## src/rtl/tmr_pkg.sv

```systemverilog
package tmr_pkg;

    typedef enum logic [1:0] {
        ST_HALT = 2'd0,
        ST_UP   = 2'd1,
        ST_DOWN = 2'd2
    } tmr_state_e;

    localparam int ADDR_W = 3;

    localparam logic [ADDR_W-1:0] A_CTRL = 3'd0;
    localparam logic [ADDR_W-1:0] A_PSC  = 3'd1;
    localparam logic [ADDR_W-1:0] A_ARR  = 3'd2;
    localparam logic [ADDR_W-1:0] A_CNT  = 3'd3;
    localparam logic [ADDR_W-1:0] A_STAT = 3'd4;

    localparam int B_RUN  = 0;
    localparam int B_DOWN = 1;
    localparam int B_BUF  = 2;
    localparam int B_IE   = 3;

endpackage

```

## src/rtl/tmr_fsm.sv

```systemverilog
module tmr_fsm
    import tmr_pkg::*;
(
    input  logic       clk,
    input  logic       rst_n,
    input  logic       ctrl_wr,
    input  logic       run_bit,
    input  logic       down_bit,
    output tmr_state_e state_q,
    output logic       run,
    output logic       down
);

    tmr_state_e state_d;
    tmr_state_e start_tgt;

    // Target state for a control write that asks to run.
    assign start_tgt = down_bit ? ST_DOWN : ST_UP;

    always_comb begin
        state_d = state_q;
        unique case (state_q)
            ST_HALT: begin
                if (ctrl_wr && run_bit) state_d = start_tgt;      // START_UP / START_DOWN
            end
            ST_UP: begin
                if (ctrl_wr) state_d = run_bit ? start_tgt : ST_HALT;  // STOP / reverse
            end
            ST_DOWN: begin
                if (ctrl_wr) state_d = run_bit ? start_tgt : ST_HALT;  // STOP / reverse
            end
            default: state_d = ST_HALT;
        endcase
    end

    always_ff @(posedge clk or negedge rst_n) begin
        if (!rst_n) state_q <= ST_HALT;
        else        state_q <= state_d;
    end

    always_comb begin
        run  = 1'b0;
        down = 1'b0;
        unique case (state_q)
            ST_HALT: begin run = 1'b0; down = 1'b0; end
            ST_UP:   begin run = 1'b1; down = 1'b0; end
            ST_DOWN: begin run = 1'b1; down = 1'b1; end
            default: begin run = 1'b0; down = 1'b0; end
        endcase
    end

endmodule

```

## src/rtl/tmr_regs.sv

```systemverilog
module tmr_regs #(
    parameter int CW = 16,
    parameter int PW = 16
) (
    input  logic          clk,
    input  logic          rst_n,
    input  logic          ctrl_wr,
    input  logic          buf_bit,
    input  logic          ie_bit,
    input  logic          psc_wr,
    input  logic [PW-1:0] psc_val,
    input  logic          arr_wr,
    input  logic [CW-1:0] arr_val,
    input  logic          stat_clr,
    input  logic          upd_now,
    output logic [PW-1:0] psc_sh,
    output logic [CW-1:0] arr_pre,
    output logic [CW-1:0] arr_eff,
    output logic          ie_q,
    output logic          flag_q
);

    logic          buf_q;
    logic [PW-1:0] psc_pre;
    logic [CW-1:0] arr_sh;

    // Unbuffered: the period written acts at once. Buffered: only the shadow counts.
    assign arr_eff = buf_q ? arr_sh : arr_pre;

    always_ff @(posedge clk or negedge rst_n) begin
        if (!rst_n) begin
            buf_q <= 1'b0;
            ie_q  <= 1'b0;
        end else if (ctrl_wr) begin
            buf_q <= buf_bit;
            ie_q  <= ie_bit;
        end
    end

    always_ff @(posedge clk or negedge rst_n) begin
        if (!rst_n) begin
            psc_pre <= '0;
            psc_sh  <= '0;
        end else begin
            if (psc_wr)  psc_pre <= psc_val;
            if (upd_now) psc_sh  <= psc_pre;
        end
    end

    always_ff @(posedge clk or negedge rst_n) begin
        if (!rst_n) begin
            arr_pre <= '1;
            arr_sh  <= '1;
        end else begin
            if (arr_wr) arr_pre <= arr_val;
            if (!buf_q || upd_now) arr_sh <= arr_pre;
        end
    end

    always_ff @(posedge clk or negedge rst_n) begin
        if (!rst_n)        flag_q <= 1'b0;
        else if (upd_now)  flag_q <= 1'b1;
        else if (stat_clr) flag_q <= 1'b0;
    end

endmodule

```

## src/rtl/tmr_presc.sv

```systemverilog
module tmr_presc #(
    parameter int PW = 16
) (
    input  logic          clk,
    input  logic          rst_n,
    input  logic          run,
    input  logic          phase_clr,
    input  logic [PW-1:0] ratio,
    output logic          tick
);

    logic [PW-1:0] pcnt;

    assign tick = run && !phase_clr && (pcnt >= ratio);

    always_ff @(posedge clk or negedge rst_n) begin
        if (!rst_n)         pcnt <= '0;
        else if (phase_clr) pcnt <= '0;
        else if (tick)      pcnt <= '0;
        else if (run)       pcnt <= pcnt + PW'(1);
    end

endmodule

```

## src/rtl/tmr_core.sv

```systemverilog
module tmr_core #(
    parameter int CW = 16
) (
    input  logic          clk,
    input  logic          rst_n,
    input  logic          tick,
    input  logic          down,
    input  logic          cnt_wr,
    input  logic [CW-1:0] cnt_val,
    input  logic [CW-1:0] arr_eff,
    input  logic [CW-1:0] arr_pre,
    output logic [CW-1:0] count,
    output logic          upd_now,
    output logic          upd_evt
);

    logic at_end;

    assign at_end  = down ? (count == '0) : (count >= arr_eff);
    assign upd_now = tick && at_end;

    always_ff @(posedge clk or negedge rst_n) begin
        if (!rst_n)       count <= '0;
        else if (cnt_wr)  count <= cnt_val;
        else if (upd_now) count <= down ? arr_pre : '0;
        else if (tick)    count <= down ? count - CW'(1) : count + CW'(1);
    end

    always_ff @(posedge clk or negedge rst_n) begin
        if (!rst_n) upd_evt <= 1'b0;
        else        upd_evt <= upd_now;
    end

endmodule

```

## src/rtl/tmr_base.sv

```systemverilog
module tmr_base
    import tmr_pkg::*;
#(
    parameter int CW = 16,
    parameter int PW = 16,
    parameter int DW = 16
) (
    input  logic              clk,
    input  logic              rst_n,
    input  logic              wr_en,
    input  logic [ADDR_W-1:0] wr_addr,
    input  logic [DW-1:0]     wr_data,
    output logic [CW-1:0]     count,
    output logic              upd_evt,
    output logic              irq
);

    logic          ctrl_wr, psc_wr, arr_wr, cnt_wr, stat_wr, stat_clr;
    tmr_state_e    state_q;
    logic          run, down, tick, upd_now, ie_q, flag_q;
    logic [PW-1:0] psc_sh;
    logic [CW-1:0] arr_pre, arr_eff;

    assign ctrl_wr  = wr_en && (wr_addr == A_CTRL);
    assign psc_wr   = wr_en && (wr_addr == A_PSC);
    assign arr_wr   = wr_en && (wr_addr == A_ARR);
    assign cnt_wr   = wr_en && (wr_addr == A_CNT);
    assign stat_wr  = wr_en && (wr_addr == A_STAT);
    assign stat_clr = stat_wr && !wr_data[0];

    tmr_fsm u_fsm (
        .clk      (clk),
        .rst_n    (rst_n),
        .ctrl_wr  (ctrl_wr),
        .run_bit  (wr_data[B_RUN]),
        .down_bit (wr_data[B_DOWN]),
        .state_q  (state_q),
        .run      (run),
        .down     (down)
    );

    tmr_regs #(.CW(CW), .PW(PW)) u_regs (
        .clk      (clk),
        .rst_n    (rst_n),
        .ctrl_wr  (ctrl_wr),
        .buf_bit  (wr_data[B_BUF]),
        .ie_bit   (wr_data[B_IE]),
        .psc_wr   (psc_wr),
        .psc_val  (wr_data[PW-1:0]),
        .arr_wr   (arr_wr),
        .arr_val  (wr_data[CW-1:0]),
        .stat_clr (stat_clr),
        .upd_now  (upd_now),
        .psc_sh   (psc_sh),
        .arr_pre  (arr_pre),
        .arr_eff  (arr_eff),
        .ie_q     (ie_q),
        .flag_q   (flag_q)
    );

    tmr_presc #(.PW(PW)) u_presc (
        .clk       (clk),
        .rst_n     (rst_n),
        .run       (run),
        .phase_clr (cnt_wr),
        .ratio     (psc_sh),
        .tick      (tick)
    );

    tmr_core #(.CW(CW)) u_core (
        .clk     (clk),
        .rst_n   (rst_n),
        .tick    (tick),
        .down    (down),
        .cnt_wr  (cnt_wr),
        .cnt_val (wr_data[CW-1:0]),
        .arr_eff (arr_eff),
        .arr_pre (arr_pre),
        .count   (count),
        .upd_now (upd_now),
        .upd_evt (upd_evt)
    );

    assign irq = flag_q && ie_q;

endmodule

```

## config.mk

```make
export PLATFORM = sky130hd
export DESIGN_NAME = tmr_base
export DESIGN_NICKNAME = d
export VERILOG_FILES = /design/src/rtl/tmr_pkg.sv /design/src/rtl/tmr_fsm.sv /design/src/rtl/tmr_regs.sv /design/src/rtl/tmr_presc.sv /design/src/rtl/tmr_core.sv /design/src/rtl/tmr_base.sv
export SDC_FILE = /design/constraint.sdc
export NUM_CORES = 1
export LEC_CHECK = 0
export ABC_AREA = 1
export BUFFER_PORTS_ARGS = -buffer_cell sky130_fd_sc_hd__clkbuf_2
export CAP_MARGIN = 20
export CELL_PAD_IN_SITES_DETAIL_PLACEMENT = 0
export CELL_PAD_IN_SITES_GLOBAL_PLACEMENT = 2
export CORE_MARGIN = 3
export CORE_UTILIZATION = 33
export CTS_CLUSTER_DIAMETER = 100
export DETAILED_ROUTE_END_ITERATION = 16
export PLACE_DENSITY_LB_ADDON = 0.1
export REMOVE_ABC_BUFFERS = 1
export SYNTH_ARGS = -nofsm -noshare
export SYNTH_HDL_FRONTEND = slang
export SYNTH_SLANG_ARGS = --single-unit
```

## constraint.sdc

```tcl
create_clock -name clk -period 2.6 [get_ports clk]
set_input_delay 0.13 -clock clk [delete_from_list [all_inputs] [get_ports clk]]
set_output_delay 0.13 -clock clk [all_outputs]
set_load 0.03 [all_outputs]
```

### Yosys cells after proc, flatten, opt, wreduce, memory -nomap -nowiden

Cells that the tools add are included.

| storage, ports and cells | value |
|---|---|
| bits in read-only memories | 0 |
| bits in registers | 102 |
| RAM bits | 0 |
| bits in latches | 0 |
| output and inout bits | 18 |
| memories kept | 0 |
| word-level logic and storage cells | 66 |
| input port bits | 22 |

| operators by class | value |
|---|---|
| multiply operators | 0 |
| multiplexer cells | 19 |
| reduce and logical (&&, ||, !) cells | 23 |
| bitwise operators | 0 |
| add/subtract/negate cells | 3 |
| shifts and indexed selects | 0 |
| div/mod/pow operators | 0 |
| order comparisons | 2 |
| equal/unequal tests | 8 |

Operators with widths:

| operator | number |
|---|---|
| 16-bit 2-to-1 mux | 9 |
| 16-bit by 1-bit adder with 16-bit output (second input constant) | 2 |
| 16-bit >= comparator | 2 |
| 16-bit logical NOT | 1 |
| 16-bit by 1-bit subtractor with 16-bit output (second input constant) | 1 |
| 1-bit logical AND | 11 |
| 2-bit 2-to-1 mux | 4 |
| 3-bit by 2-bit == test with 1-bit output (second input constant) | 2 |
| 3-bit nonzero test | 2 |
| 1-bit 2-to-1 mux | 5 |
| 2-bit by 1-bit inequality test with 1-bit output (second input constant) | 2 |
| 2-bit one-hot mux with 2 select lines | 1 |
| 3-bit by 1-bit == test with 1-bit output (second input constant) | 1 |
| 3-bit == test (second input constant) | 1 |
| 1-bit logical NOT | 3 |
| 3-bit logical NOT | 1 |
| 2-bit by 1-bit == test with 1-bit output (second input constant) | 1 |
| 2-bit == test (second input constant) | 1 |
| 2-bit logical NOT | 1 |
| 2-bit AND reduction | 1 |
| 2-bit nonzero test | 1 |
| 2-bit OR reduction | 1 |
| 1-bit logical OR | 1 |

### Logic depth before layout (Yosys ltp)

| depth | value |
|---|---|
| word-level depth | 8 |
| mapped depth | 19 |

### By module

From an unflattened synthesis, not the netlist that was laid out.

| unflattened totals | value |
|---|---|
| cell total of the unflattened synthesis | 935 |
| area total of the unflattened synthesis | 6,707.7 µm² |

Modules (own cells, without submodules):

| module | cells an instance | times used | area an instance (µm²) |
|---|---|---|---|
| tmr_regs | 302 | 1 | 2,723.9 |
| tmr_core | 357 | 1 | 2,220.9 |
| tmr_presc | 235 | 1 | 1,534.0 |
| tmr_fsm | 25 | 1 | 166.4 |
| tmr_base | 16 | 1 | 62.6 |

### Worst setup path before layout

OpenSTA, ideal clock, no wires.

| path | value |
|---|---|
| kind | flip-flop to flip-flop |
| start point | register u_fsm.state_q[0] |
| end point | register u_core.count[12] |
| buffers on the path | 1 |
| required time | 2,483 ps |
| period minus slack after synthesis | 2,556 ps |
| slack | 44 ps |
| setup time | 117 ps |
| stages on the path, launching flop included | 15 |
| data arrival time | 2,438 ps |
| cell sequence | dfrtp_1 > inv_1 > ha_1 > buf_2 > inv_1 > fa_1 > nand3b_1 > nand2_1 > a21oi_1 > o21bai_1 > nand2_1 > nand3_1 > nand3_1 > nand3_1 > nand2_1 |

| between the ends | value |
|---|---|
| longest elaborated chain between the ends | 8 |

RTL lines:

| what | RTL line | source |
|---|---|---|
| start, declared | tmr_fsm.sv:9 | `output tmr_state_e state_q,` |
| start signal, assigned | tmr_fsm.sv:38 | `else state_q <= state_d;` |
| 2-bit by 1-bit == test with 1-bit output / 2-bit == test (equally long branches) | tmr_fsm.sv:44 | `unique case (state_q)` |
| 2-bit OR reduction (no source line) | n/a |  |
| 1-bit 2-to-1 mux | tmr_fsm.sv:44 |  |
| 1-bit logical AND (2 in series) | tmr_presc.sv:14 | `assign tick = run && !phase_clr && (pcnt >= ratio);` |
| 1-bit logical AND | tmr_core.sv:20 | `assign upd_now = tick && at_end;` |
| 16-bit 2-to-1 mux | tmr_core.sv:25 | `else if (upd_now) count <= down ? arr_pre : '0;` |
| 16-bit 2-to-1 mux | tmr_core.sv:24 | `else if (cnt_wr) count <= cnt_val;` |
| end signal, assigned | tmr_core.sv:24 |  |
| end signal, assigned | tmr_core.sv:25 |  |
| end signal, assigned | tmr_core.sv:26 | `else if (tick) count <= down ? count - CW'(1) : count + CW'(1);` |
| end, declared | tmr_core.sv:12 | `output logic [CW-1:0] count,` |

Parallel ways exist; a longest one is shown, timed or not. The select of a mux whose other input is x is not followed.
A chain may end at the register's enable or synchronous reset.

### Final worst setup path

| path | value |
|---|---|
| start point | register u_regs.buf_q |
| end point | register u_regs.arr_sh[1] |

| between the ends | value |
|---|---|
| longest elaborated chain between the ends | 5 |

RTL lines:

| what | RTL line | source |
|---|---|---|
| start, declared | tmr_regs.sv:23 | `logic buf_q;` |
| start signal, assigned | tmr_regs.sv:35 | `buf_q <= buf_bit;` |
| 16-bit 2-to-1 mux | tmr_regs.sv:28 | `assign arr_eff = buf_q ? arr_sh : arr_pre;` |
| 16-bit >= comparator | tmr_core.sv:19 | `assign at_end = down ? (count == '0) : (count >= arr_eff);` |
| 1-bit 2-to-1 mux | tmr_core.sv:19 |  |
| 1-bit logical AND | tmr_core.sv:20 |  |
| 1-bit logical OR (*) | tmr_regs.sv:56 | `if (!buf_q \|\| upd_now) arr_sh <= arr_pre;` |
| end signal, assigned | tmr_regs.sv:56 |  |
| end, declared | tmr_regs.sv:25 | `logic [CW-1:0] arr_sh;` |

Every way passes the cells marked *; elsewhere a longest branch is shown, timed or not.

==> reports/results.txt <==
Outcome - complete, no violations
TritonCTS sink count - 102
Pleak - 0.00373 uW
Dominant cell by count in the synthesized netlist - nand2_1
Residual DRC - 0
Post-route minimum period - 2.42 ns
Largest net degree at the start of global routing - 56
Final net count - 928
Synth area leader - dfrtp_1
Worst reg2reg path depth - 17
Final Cycle Share - 0.930
DRT Pass-1 Iters - 5
Total vias in the final route - 5255
CP required - 2.89 ns
Number of distinct library cells after synthesis - 43
Starting Density - 0.339
Mux cell area share after synthesis - 0
Syn_area_per_cell - 7.89 sq um
Hold endpoint - u_core.count[14]$_DFFE_PN0P_
Setup CP Type - register to register
Total grt overflow - 0
Slew Viols, Final - 0
Proportion of layout cells with a drive suffix above 1 - 0.172
DIE HEIGHT - 145 microns
Most frequent cells after synthesis - 229 x nand2_1, 103 x inv_1, 70 x dfrtp_1
Sequential area share after synthesis - 0.405
Max-cap violation count - 0
Maximum VDD drop - 0.393 mV
CTS clock-pin slew for the worst setup and hold paths - 0.08 ns
Hold Vio Cnt, Final - 0
Hold crit path type - input pin to register
R2R Setup Slk - 0.18 ns
Diode count - 0
Inst Count DP - 1099
Max-slew headroom - 0.560
Synth Warn # - 0
Root buffer cell - clkbuf_16
Worst-path maximum fanout - 34
ANT nets after route - 0
Final Skew - 0.0118 ns
Row cnt - 50
Largest family of logic cells by synthesized area - simple AND/OR/NAND/NOR gates
Ports - 40
RSZ-0062 raised after global routing - true
1st-iter DRT viols - 252
Post-DP HPWL - 12800 microns
Skew-Pair Late Insertion Delay - 0.36 ns
CTS Buf Count - 9
Total power - 6020 uW
Final Instance Count excl. Fillers - 1120
Post-synth top area share - 0.274
Primary FF master, synth - dfrtp_1
Measured slew at the worst slew-check pin - 0.661 ns
Hold_sp - wr_data[14]
FF-to-FF End - u_regs.arr_sh[1]$_DFFE_PN1P_
Core box area - 0.0189 sq mm
Final Routed Wirelength - 17100 microns
Number of global-route vias before repair - 5235
Die area - 0.0211 sq mm
# H-tree levels - 3
Largest cells by area after synthesis - dfrtp_1 27%, nand2_1 13%, dfstp_2 13%
Post-Synth Adder-Cell Area - 0.101
DR WL/cell - 15.3 microns
Port Buffers - 39
Synth Area in XOR/XNOR - 0.0287
Initial antenna violation count - 0
Mapped cell area - 0.00640 sq mm
Die X-Extent - 145 microns
Setup violations, final - 0
Pwr/cell area - 825 mW/mm^2
Vias per std cell - 4.69
Simple logic cell fraction of the synthesized area - 0.239
Worst EP arrival - 2.71 ns
Layout area overhead - 14.0%
WHS Path Cells - 3
CTS max path bufs - 2
CP startpoint kind - register
Post-synthesis register bit count - 102
Gpl congestion - 0.904
Critical path endpoint category - register
Worst flop-to-flop path startpoint - u_regs.buf_q$_DFFE_PN0P_
Syn Inst Count - 811
Gr usage total - 0.166
Synth Area in Compound Gates - 0.136
Ys async rst share - 1.00
First-pass GRT wire length - 28200 microns
EDFF count, synth - 0
CTS tree - yes
Fmax - 414 MHz
worst max-delay path by stage:
stage,depth (start not counted),startpoint,slack (ns),endpoint
finish,17,u_regs.buf_q$_DFFE_PN0P_,0.18,u_regs.arr_sh[1]$_DFFE_PN1P_
global route,17,u_regs.buf_q$_DFFE_PN0P_,-0.01,u_regs.arr_sh[7]$_DFFE_PN1P_
CTS,16,u_regs.buf_q$_DFFE_PN0P_,0.08,u_core.count[8]$_DFFE_PN0P_
detailed placement,16,u_regs.buf_q$_DFFE_PN0P_,0.11,u_core.count[8]$_DFFE_PN0P_
global placement,14,u_regs.buf_q$_DFFE_PN0P_,0.11,u_core.count[1]$_DFFE_PN0P_
floorplan,14,u_regs.buf_q$_DFFE_PN0P_,-0.17,u_regs.arr_sh[0]$_DFFE_PN1P_
cells by family after synthesis:
| group | after synthesis |
|---|---|
| AND/OR/NAND/NOR | 354 |
| XOR/XNOR | 21 |
| buffers and inverters | 134 |
| AO/OA/AOI/OAI | 149 |
| flip-flops | 102 |
| adder cells (fa/ha/maj) | 51 |
metrics by stage:
stage                      util  hold slack [ns]  area (sq um)  setup TNS [ns]  setup slack [ns]
after floorplan               -           -0.166          6240           -3.43            -0.168
after global placement    0.366            0.205          6910               0             0.112
after detailed placement  0.366            0.207          6910               0             0.112
after CTS                 0.382          0.00579          7220               0            0.0839
after global routing      0.386           0.0227          7300         -0.0522           -0.0139
final                     0.386          0.00932          7300               0             0.183
area by class of cell:
type / count / area [sq um]
clock buffer: 9 / 225
clock inverter: 7 / 70.1
fill: 1971 / 11600
inverter: 108 / 423
multi-input combinational: 575 / 3240
sequential: 102 / 2590
tap: 260 / 325
timing repair buffer: 59 / 420
layer usage:
metal  share of wire  global-route usage  vias up  routed length [microns]
met5               0                   0        -                        0
met4           0.011              0.0432        0                      182
met3           0.022              0.0237       10                      379
met2            0.45               0.267       67                     7770
met1            0.51               0.235     2455                     8790
li1                -                   -     2723                        -
state kept, by name, summed over array words and instances (netlist names):
register	cells
u_regs.flag_q	1
u_fsm.state_q	2
u_core.upd_evt	1
u_core.count	16
u_regs.buf_q	1
u_regs.arr_sh	16
u_regs.psc_sh	16
u_presc.pcnt	16
u_regs.arr_pre	16
u_regs.psc_pre	16
u_regs.ie_q	1
power by group:
group	switching, uW	internal, uW
combinational	1570	899
sequential	241	1940
clock	699	680
total	2510	3520
cell usage in the layout, fill, tap and decap left out, drive strengths merged:
cell	n
xor2	16
nand3	49
inv	111
dfrtp	70
nor3	10
clkbuf	48
nand3b	3
o21a	1
nor2	47
o21ai	96
o31ai	1
nand2	239
dfstp	32
buf	19
ha	50
clkinvlp	1
dlygate4sd3	1
o21bai	6
o32ai	1
fa	1
a21o	3
clkinv	3
o22ai	5
nor3b	2
a21oi	30
o211ai	6
xnor2	5
nand4	4
critical path: stages, from the launching register on:
cell	delay, ns
dfrtp_1	0.40
buf_12	0.17
nand2_1	0.07
o21ai_0	0.09
ha_1	0.31
nand2_1	0.06
nand3_1	0.07
nand2_1	0.05
nand2_1	0.08
nand2_1	0.06
nand2_1	0.10
nand2_1	0.10
a21oi_4	0.24
nand2_8	0.15
nand2_4	0.11
buf_12	0.16
nand2_1	0.08
o21ai_2	0.06
timing repair:
| item | 4_1_cts | 5_1_grt |
|---|---|---|
| hold endpoints to repair | 24 | 0 |
| gates resized for setup | 0 | 11 |
| endpoints found under the setup margin | 0 | 46 |
| buffers inserted | 0 | 3 |
| hold buffers | 1 | 0 |
Note: power is estimated with default switching activity, not from simulation.
